### src/rtl/bridge_guard.sv
module bridge_guard #(
  parameter int IW = 8,
  parameter int CW = 16,
  parameter int TW = 8,
  parameter int VW = 8
) (
  input  logic                 clk,
  input  logic                 rst_n,
  input  logic [3:0][IW-1:0]   hs_cur,
  input  logic [IW:0]          oc_limit,
  input  logic [CW-1:0]        dly_cyc,
  input  logic [CW-1:0]        off_cyc,
  input  logic [TW-1:0]        temp_code,
  input  logic [TW-1:0]        ot_trip,
  input  logic [TW-1:0]        ot_rel,
  input  logic [VW-1:0]        vs_code,
  input  logic [VW-1:0]        uv_trip,
  input  logic [VW-1:0]        uv_rel,
  output logic [1:0]           bridge_off,
  output logic [1:0]           fault_n
);
  localparam int SW = IW + 1;

  typedef enum logic [1:0] {RUN, ARM, HOLD} st_t;

  logic ot_q, uv_q;
  wire  glob_off = ot_q | uv_q;

  always_ff @(posedge clk or negedge rst_n) begin
    if (!rst_n) begin
      ot_q <= 1'b0;
      uv_q <= 1'b1;
    end else begin
      if (temp_code > ot_trip)     ot_q <= 1'b1;
      else if (temp_code < ot_rel) ot_q <= 1'b0;
      if (vs_code < uv_trip)       uv_q <= 1'b1;
      else if (vs_code > uv_rel)   uv_q <= 1'b0;
    end
  end

  for (genvar b = 0; b < 2; b++) begin : g_br
    logic [SW-1:0] sum;
    st_t           st;
    logic [CW-1:0] cnt;

    assign sum = {1'b0, hs_cur[2*b]} + {1'b0, hs_cur[2*b+1]};

    always_ff @(posedge clk or negedge rst_n) begin
      if (!rst_n) begin
        st  <= RUN;
        cnt <= '0;
      end else begin
        case (st)
          RUN:
            if (!glob_off && sum >= oc_limit) begin
              st  <= ARM;
              cnt <= dly_cyc;
            end
          ARM:
            if (cnt == '0) begin
              st  <= HOLD;
              cnt <= off_cyc;
            end else cnt <= cnt - 1'b1;
          HOLD:
            if (cnt == '0) st <= RUN;
            else cnt <= cnt - 1'b1;
          default: st <= RUN;
        endcase
      end
    end

    assign bridge_off[b] = glob_off | (st == HOLD);
    assign fault_n[b]    = ~(ot_q | (st == HOLD));
  end
endmodule

### config.mk
export PLATFORM = sky130hd
export DESIGN_NAME = bridge_guard
export DESIGN_NICKNAME = d
export VERILOG_FILES = /design/src/rtl/bridge_guard.sv
export SDC_FILE = /design/constraint.sdc
export NUM_CORES = 1
export LEC_CHECK = 0
export BUFFER_PORTS_ARGS = -buffer_cell sky130_fd_sc_hd__buf_2
export CORE_ASPECT_RATIO = 1.4
export CORE_MARGIN = 2
export CORE_UTILIZATION = 52
export DETAILED_ROUTE_END_ITERATION = 16
export PLACE_DENSITY_LB_ADDON = 0.2
export SKIP_LAST_GASP = 1
export SLEW_MARGIN = 10
export SYNTH_ARGS = -nofsm -noshare
export SYNTH_HDL_FRONTEND = slang
export SYNTH_SLANG_ARGS = --single-unit
### constraint.sdc
create_clock -name clk -period 5.12 [get_ports clk]
set_input_delay 0.512 -clock clk [delete_from_list [all_inputs] [get_ports clk]]
set_output_delay 0.512 -clock clk [all_outputs]
set_load 0.02 [all_outputs]
# After elaboration in Yosys (flattened, before gate mapping)
# Index checks and enable logic that the tools add are counted.
# totals
ff_bits	38
inputBits	123
output_inout_bits	4
wordCells	70
# classes
add_sub_neg	4
magnitude_cmp	6
eq_ne	12
muxes	20
bitwise	7
n_reduce_logical	15
# ops
cell	count
16-bit 2-to-1 mux	6
16-bit case mux with 3 select lines	2
16-bit zero test	2
16-bit by 1-bit subtractor with 16-bit output (second input constant)	2
8-bit by 8-bit adder with 9-bit output	2
9-bit greater-or-equal comparator	2
8-bit > comparator	2
8-bit < comparator	2
2-bit inequality test (second input constant)	8
2-bit 2-to-1 mux	6
2-bit case mux with 3 select lines	2
3-bit AND reduction	4
3-bit nonzero test	2
1-bit bitwise OR	5
2-bit by 1-bit equality test with 1-bit output (second input constant)	2
2-bit equality test (second input constant)	2
2-bit zero test	2
1-bit 2-to-1 mux	4
2-bit nonzero test	2
1-bit logical AND	2
1-bit NOT	2
1-bit zero test	1

# Longest topological paths before layout
# Gate-level depths: netlist (run 1).
# depth
word_depth	5
mapped_depth	17
mapped_depth_nobuf	16

# Worst setup path before layout (run 1)
# Ideal clock, no wire load.
# synth_path
path_kind	input -> register
from	input hs_cur[0] (netlist name)
to	register g_br[0].cnt[3]
setup_ns	0.125
arrival_ns	3.501
required_time_ns	4.995
path_slack_ns	1.494
path_stages	17
n_path_buf	1
cell_sequence	ha_1 inv_1 fa_1 inv_1 a21o_1 a21oi_1 o21bai_1 a21oi_1 xnor2_1 ha_1 a21o_1 a21o_1 a211o_1 o32a_2 and2_4 buf_6 mux2_4
# synth_via
elab_chain_len	5
# synth_lines
element	line_no	source
from (decl)	9	input logic [3:0][IW-1:0] hs_cur,
8-bit by 8-bit adder with 9-bit output	46	assign sum = {1'b0, hs_cur[2*b]} + {1'b0, hs_cur[2*b+1]};
9-bit greater-or-equal comparator	55	if (!glob_off && sum >= oc_limit) begin
1-bit logical AND	55	
2-bit inequality test (no source line)	n/a	
3-bit AND reduction (no source line)	n/a	
to (signal assigned)	57	cnt <= dly_cyc;
to (signal assigned)	62	cnt <= off_cyc;
to (signal assigned)	63	end else cnt <= cnt - 1'b1;
to (decl)	44	logic [CW-1:0] cnt;
# Every way passes these cells.
# A chain may end at the register's enable or synchronous reset.

# Final worst setup path (run 1)
# layout_path
from	input hs_cur[0] (netlist name)
to	register g_br[0].cnt[11]
# Same word-level chain as after synthesis.

==> flow_summary_export.csv, run 1 <==
group,metric,value,unit
status,status,"finished clean",
routing,drt_first_pass_iters,6,
clock_network,cts_made_buffers,5,
power,finalPower,2300,µW
finish,fin_util,63.2,%
routing,drc,0,
finish,nNetsFinal,924,
grt,grt-ovfl-total,0,
clock_network,tritoncts,"built",
clock_network,cts_root_buf,"clkbuf_16",
synth,synthDistinctLibCells,78,
worst_setup_path,r2r-start,"g_br[0].st[0]",
power,clkPwrFrac,15.7,%
floorplanning,core_area,9080,µm²
floorplanning,die_x,86.1,µm
clock_network,clkLatencyLatePin,0.29,ns
clock_network,cts_sinks,38,
finish,final_common_cell,"buf_2",
timing,rsz0062_at_grt,"no",
synth,synth_area_leaders,"ha_1, dfrtp_1, inv_1, a21oi_1, o21ai_0",
finish,n_antenna_cell,0,
timing,fin_crit_sh,72.5,%
clock_network,cts.repair.resized,0,
worst_setup_path,reg2reg_to,"g_br[0].cnt[10]",
timing,finalHoldViolCount,0,
timing,finClkSkew,0.00636,ns
routing,vias,5128,
synth,synth_area_leader_cell,"ha_1",
worst_setup_path,critPathSlowestCell,"o32a_2",
routing,vias_per_cell,6.16,
synth,synth_edf_count,0,
finish,mostFrequentLayoutCells,"buf_2, ha_1, inv_1, a21oi_1, nor2_1",
floorplanning,row_count,41,
worst_setup_path,r2r_slack,2.19,ns
placement,numPortBuffers,126,
timing,slew_violations,0,
floorplanning,design.die.area,10200,µm²
floorplanning,start_util,54.0,%
power,pwr_density_cell,400,nW/µm²
synth,syn-num-nets,808,
finish,drive_gt1_share,22.6,%
worst_setup_path,crit_chain,"buf_2 -> ha_1 -> inv_1 -> fa_1 -> inv_1 -> a21o_1 -> a21oi_1 -> o21bai_1 -> a21oi_1 -> xnor2_1 -> ha_1 -> a21o_1 -> a21o_1 -> a211o_1 -> o32a_2 -> and2_4 -> mux2_1",
timing,setup_viol,0,
power,seqPwrFrac,26.3,%
clock_network,cts_hold_buf,0,
power,p_sw,1080,µW
worst_setup_path,crit_type,"primary input to flop",
synth,ys_warn_count,0,
finish,fin_cells,832,
power,p_comb_share,58.0,%
finish,area_growth,17.0,%
timing,whs,0.353,ns
worst_setup_path,cp_common_cell,"a21o_1",
flow_run,maxCapViolations,0,
grt,antenna_found_initial,0,
synth,ys.flop_type,"dfrtp_1",
clock_network,clockBufferDepth,2,
timing,worst_slew_pin_slew,0.945,ns
worst_setup_path,slowest_delay,0.48,ns
grt,grtUsageTotal,28.7,%
clock_network,postCtsSetupRepairBufs,0,
synth,syn_area,4900,µm²
grt,first_global_vias,5082,
synth,synthCells,608,
power,switching_share,47.2,%
synth,seq_area_frac_synth,19.4,%
power,ir_drop,137,µV
synth,netlist.area_leader.share,19.1,%
routing,wl_per_cell,17.2,µm
power,leakagePower,0.00282,µW
routing,wl,14300,µm
grt,grt_max_degree,39,
timing,setup_tns,0,ns
worst_setup_path,crit_arrival,3.89,ns
grt,grt_pass1_wl,23400,µm
worst_setup_path,end_kind,"flop",
placement,routabilityCongestion,0.957,
worst_hold_path,hp-class,"primary input to asynchronous set/reset pin",
power,power.internal,1210,µW
worst_setup_path,required,5.29,ns
synth,syn_avg_cell_area,8.06,µm²
timing,relSlewSlack,37.0,%
timing,fin_crit,3.71,ns
worst_setup_path,r2r_cells,7,
timing,clock.fmax,0.269,GHz
placement,hpwlAfterDp,11400,µm
clock_network,ctsHtreeMaxLevel,2,
routing,ant_nets,0,
floorplanning,io-pin-count,127,
synth,ys_async_sr_fraction,100,%
clock_network,clkTransAtPathRegs,0.06,ns
worst_setup_path,path_max_fanout,16,
floorplanning,die_h,119,µm
routing,drt_iter0_markers,348,
synth,ys_seq_elements,38,
placement,dp_cells,824,
worst_setup_path,setup.worst_path.start_class,"primary input",
==> how the worst max path moves through the flow <==
stage / from / slack (ns) / endpoint
floorplan: hs_cur[0] / 1.49 / g_br[0].cnt[3]
global placement: hs_cur[0] / 1.19 / g_br[0].cnt[11]
detailed placement: hs_cur[1] / 1.14 / g_br[0].cnt[11]
CTS: hs_cur[1] / 1.44 / g_br[0].cnt[11]
global route: hs_cur[16] / 1.21 / g_br[1].cnt[0]
finish: hs_cur[0] / 1.41 / g_br[0].cnt[11]
==> state kept, by name, indices dropped and copies added (netlist names) <==
register and cells:
g_br.cnt 32, g_br.st 4, ot_q 1, uv_q 1
==> worst max-delay path: cells and delay by family <==
family                     cells  cell delay, ns
muxes                          1            0.32
adders and majority gates      3            0.66
xor gates and xnor gates       1            0.14
buffers and inverters          3            0.23
and+or+nand+nor                1            0.27
AOI/OAI and AO/OA              8            1.77
==> power groups by stage <==
| stage | Sequential, µW | Clock (µW) | Combinational, µW |
|---|---|---|---|
| detailed placement | 600 | 0 | 1300 |
| global placement | 592 | 0 | 1280 |
| global route | 619 | 377 | 1470 |
| floorplan | 554 | 0 | 1000 |
| CTS | 596 | 364 | 1310 |
| finish | 604 | 360 | 1330 |
==> metrics by stage <==
step | setup WS, ns | area [µm²]
after floorplan | 1.49 | 4900
after global placement | 1.19 | 5570
after detailed placement | 1.14 | 5570
after CTS | 1.44 | 5740
after global routing | 1.21 | 5740
final | 1.41 | 5740
==> cell usage after synthesis (all sizes together) (6+ instances only) <==
cell / number
inv: 68
o21a: 8
ha: 75
o21ai: 41
nor2b: 10
nor3: 18
a21o: 16
mux2: 9
xnor2: 15
o31ai: 19
or3: 12
a22o: 7
dfrtp: 37
nand4: 10
buf: 6
nor2: 46
nand2b: 6
a21oi: 47
clkbuf: 13
nand3: 9
a31oi: 13
nor4: 11
nand2: 27
o211ai: 11
==> cell families after synthesis <==
group	share of synthesized area [%]
AOI/OAI and AO/OA	28.6
DFF	19.4
xor gates and xnor gates	3.57
adders and majority gates	20.0
muxes	2.35
buffers and inverters	7.56
and+or+nand+nor	18.5
==> area by class of cell <==
cell class,count,area (µm²)
multi-input combinational,481,3580
clock inverter,1,30.0
fill,814,3340
clock buffer,7,133
tap,107,134
inverter,70,263
timing repair buffer,128,646
sequential,38,952
==> per-layer routing <==
| metal | track usage [%] | part of all wire [%] | up-vias |
|---|---|---|---|
| li1 | - | - | 2492 |
| met1 | 31.7 | 37 | 2316 |
| met2 | 52.1 | 52 | 267 |
| met3 | 3.67 | 6.8 | 53 |
| met4 | 14.7 | 4.5 | 0 |
| met5 | 0 | 0 | - |
(Power assumes the default switching activity.)
==> inputs of run 2 (changes only) <==
--- a/config.mk
+++ b/config.mk
@@ -8,7 +8,7 @@
 export BUFFER_PORTS_ARGS = -buffer_cell sky130_fd_sc_hd__buf_2
 export CORE_ASPECT_RATIO = 1.4
 export CORE_MARGIN = 2
-export CORE_UTILIZATION = 52
+export CORE_UTILIZATION = 50
 export DETAILED_ROUTE_END_ITERATION = 16
 export PLACE_DENSITY_LB_ADDON = 0.2
 export SKIP_LAST_GASP = 1
==> constraint.sdc (replaced) <==
create_clock -name clk -period 3.03 [get_ports clk]
set_input_delay 0.303 -clock clk [delete_from_list [all_inputs] [get_ports clk]]
set_output_delay 0.303 -clock clk [all_outputs]
set_load 0.02 [all_outputs]
==> run 2 against run 1 <==
Net effect:
- the run now ends with negative setup slack left
- sequential cell count did not move
- first-iteration DRC count fell by 9.2%
- global-route usage down 0.66 points
- largest cell class unchanged
- critical path depth is 2 lower
- power grew 79%
- clock power grew 68%
- largest power group unchanged
- setup slack got worse by 1.6 ns
- die area up 3.8%
- clock-buffer cell count is the same
- clock skew decreased by 0.0026 ns
==> flow_summary_export.csv, run 2 (synthesis results as in run 1) <==
group,metric,value,unit
floorplanning,core_area,9510,µm²
floorplanning,die_h,121,µm
worst_setup_path,worstPathBufferInverterCount,2,
finish,n_fill_cell,827,
finish,largest_register,"g_br.cnt",
grt,grt_use_met2,52.6,%
grt,first_global_vias,5446,
clock_network,cts_made_buffers,5,
worst_setup_path,crit_arrival,3.36,ns
grt,grt_max_degree,39,
timing,slew_violations,0,
timing,fin_crit,3.19,ns
timing,worst_slew_pin_slew,0.914,ns
status,violations,"negative setup slack",
finish,area_growth,25.5,%
finish,fin_util,64.7,%
grt,grt_pass1_wl,24000,µm
worst_setup_path,r2r-start,"g_br[0].cnt[0]",
placement,numPortBuffers,126,
clock_network,clkLatencyLatePin,0.28,ns
worst_setup_path,required,3.20,ns
placement,routabilityCongestion,0.930,
floorplanning,die_x,87.7,µm
timing,rsz0062_at_grt,"yes",
finish,reg_top3,"g_br.cnt (32), g_br.st (4)",
clock_network,cts_root_buf,"clkbuf_16",
routing,vias,5348,
timing,relSlewSlack,39.0,%
floorplanning,io-pin-count,127,
worst_hold_path,hp-class,"primary input to asynchronous set/reset pin",
finish,drive_gt1_share,28.7,%
grt,grt.busiest_layer,"met2",
worst_setup_path,crit_type,"primary input to flop",
finish,mostFrequentLayoutCells,"buf_2, ha_1, inv_1, nor2_1, a21oi_1",
timing,fin_crit_sh,105,%
worst_setup_path,path_max_fanout,7,
grt,antenna_found_initial,0,
clock_network,ctsHtreeMaxLevel,2,
floorplanning,design.die.area,10600,µm²
worst_setup_path,critPathSlowestCell,"mux2_2",
routing,vias_per_cell,6.02,
clock_network,clkTransAtPathRegs,0.06,ns
placement,dp_cells,873,
floorplanning,start_util,51.5,%
timing,finClkSkew,0.00377,ns
grt,grt-ovfl-total,0,
timing,clock.fmax,0.314,GHz
finish,largest_reg_flops,32,
grt,grtUsageTotal,28.0,%
timing,whs,0.155,ns
timing,setup_viol,15,
power,ir_drop,363,µV
routing,drc,0,
grt,use_met3,3.95,%
power,pwr_density_cell,669,nW/µm²
status,status,"complete, but fails checks",
routing,drt_first_pass_iters,5,
worst_setup_path,startpoint,"hs_cur[1]",
worst_setup_path,slowest_delay,0.35,ns
finish,final_common_cell,"buf_2",
worst_setup_path,end_kind,"flop",
power,leakagePower,0.00301,µW
worst_setup_path,setup.worst_path.start_class,"primary input",
routing,ant_nets,0,
clock_network,cts_sinks,38,
grt,use_met1,30.3,%
finish,fin_cells,888,
clock_network,cts_hold_buf,0,
flow_run,maxCapViolations,0,
placement,hpwlAfterDp,11900,µm
floorplanning,row_count,42,
clock_network,clockBufferDepth,2,
routing,wl_per_cell,16.9,µm
clock_network,tritoncts,"built",
finish,n_antenna_cell,0,
finish,nNetsFinal,955,
routing,wl,15000,µm
routing,drt_iter0_markers,316,
worst_setup_path,crit_chain,"buf_6 -> ha_4 -> a21o_1 -> a21oi_2 -> nor2b_1 -> o21a_1 -> o41a_1 -> xor2_1 -> ha_1 -> buf_4 -> nand4_1 -> a211oi_2 -> o32a_4 -> and2_4 -> mux2_2",
timing,finalHoldViolCount,0,
timing,fin_ws,-0.159,ns
worst_setup_path,path_delay_family,"compound AO/OA/AOI/OAI gates",
[run 2: changes by cell type in the layout (fill, tap and decap cells not counted), moves of 3 or more]
cell | previous run | this run
buf_4 | 2 | 30
o21ai_0 | 40 | 36
buf_2 | 126 | 122
buf_6 | 0 | 5
o21ai_1 | 0 | 3
a21oi_1 | 46 | 39
a21oi_2 | 1 | 8
[run 2: final cells by class]
| cell class | count | area (µm²) | area share, % |
|---|---|---|---|
| inverter | 70 | 263 | 4.27 |
| clock buffer | 7 | 133 | 2.16 |
| clock inverter | 1 | 30.0 | 0.488 |
| tap | 132 | 165 | 2.69 |
| multi-input combinational | 482 | 3700 | 60.1 |
| timing repair buffer | 158 | 912 | 14.8 |
| sequential | 38 | 952 | 15.5 |
[run 2: repair_timing]
| item | in CTS | in global routing |
|---|---|---|
| setup buffers | 4 | 2 |
| pin swaps | 2 | 12 |
| hold endpoints to repair | 0 | 0 |
| cloned | 1 | 0 |
| endpoints found under the setup margin | 17 | 35 |
| resized for setup | 5 | 19 |
[run 2: worst paths after layout]
kind                                    to  slack (ns)  cells after the start
max reg2reg                g_br[0].cnt[10]        0.41                      8
max                         g_br[0].cnt[0]       -0.16                     15
min in group clk           g_br[0].cnt[15]        0.34                      3
max in group asynchronous   g_br[1].cnt[1]        2.30                      1
min reg2reg                           uv_q        0.54                      2
min                          g_br[0].st[1]        0.16                      1
[run 2: power breakdown]
| part | switching [µW] | internal (µW) |
|---|---|---|
| clock | 214 | 390 |
| sequential | 282 | 733 |
| combinational | 1400 | 1090 |
[run 2: per-stage QoR]
stage	total power [µW]	worst slack (ns)	cell area (µm²)	setup TNS, ns
2_1_floorplan	2660	-0.230	4970	-1.68
3_3_place_gp	3270	-0.335	5850	-7.27
3_5_place_dp	3350	-0.414	5850	-10.09
4_1_cts	3990	-0.0901	6070	-0.663
5_1_grt	4410	-0.236	6150	-2.74
6_report	4120	-0.159	6150	-1.22
[run 2: metal layers]
layer,part of all wire (%),vias up
met5,0,-
met4,3.3,0
met3,6.1,43
met2,53,251
met1,37,2511
li1,-,2543
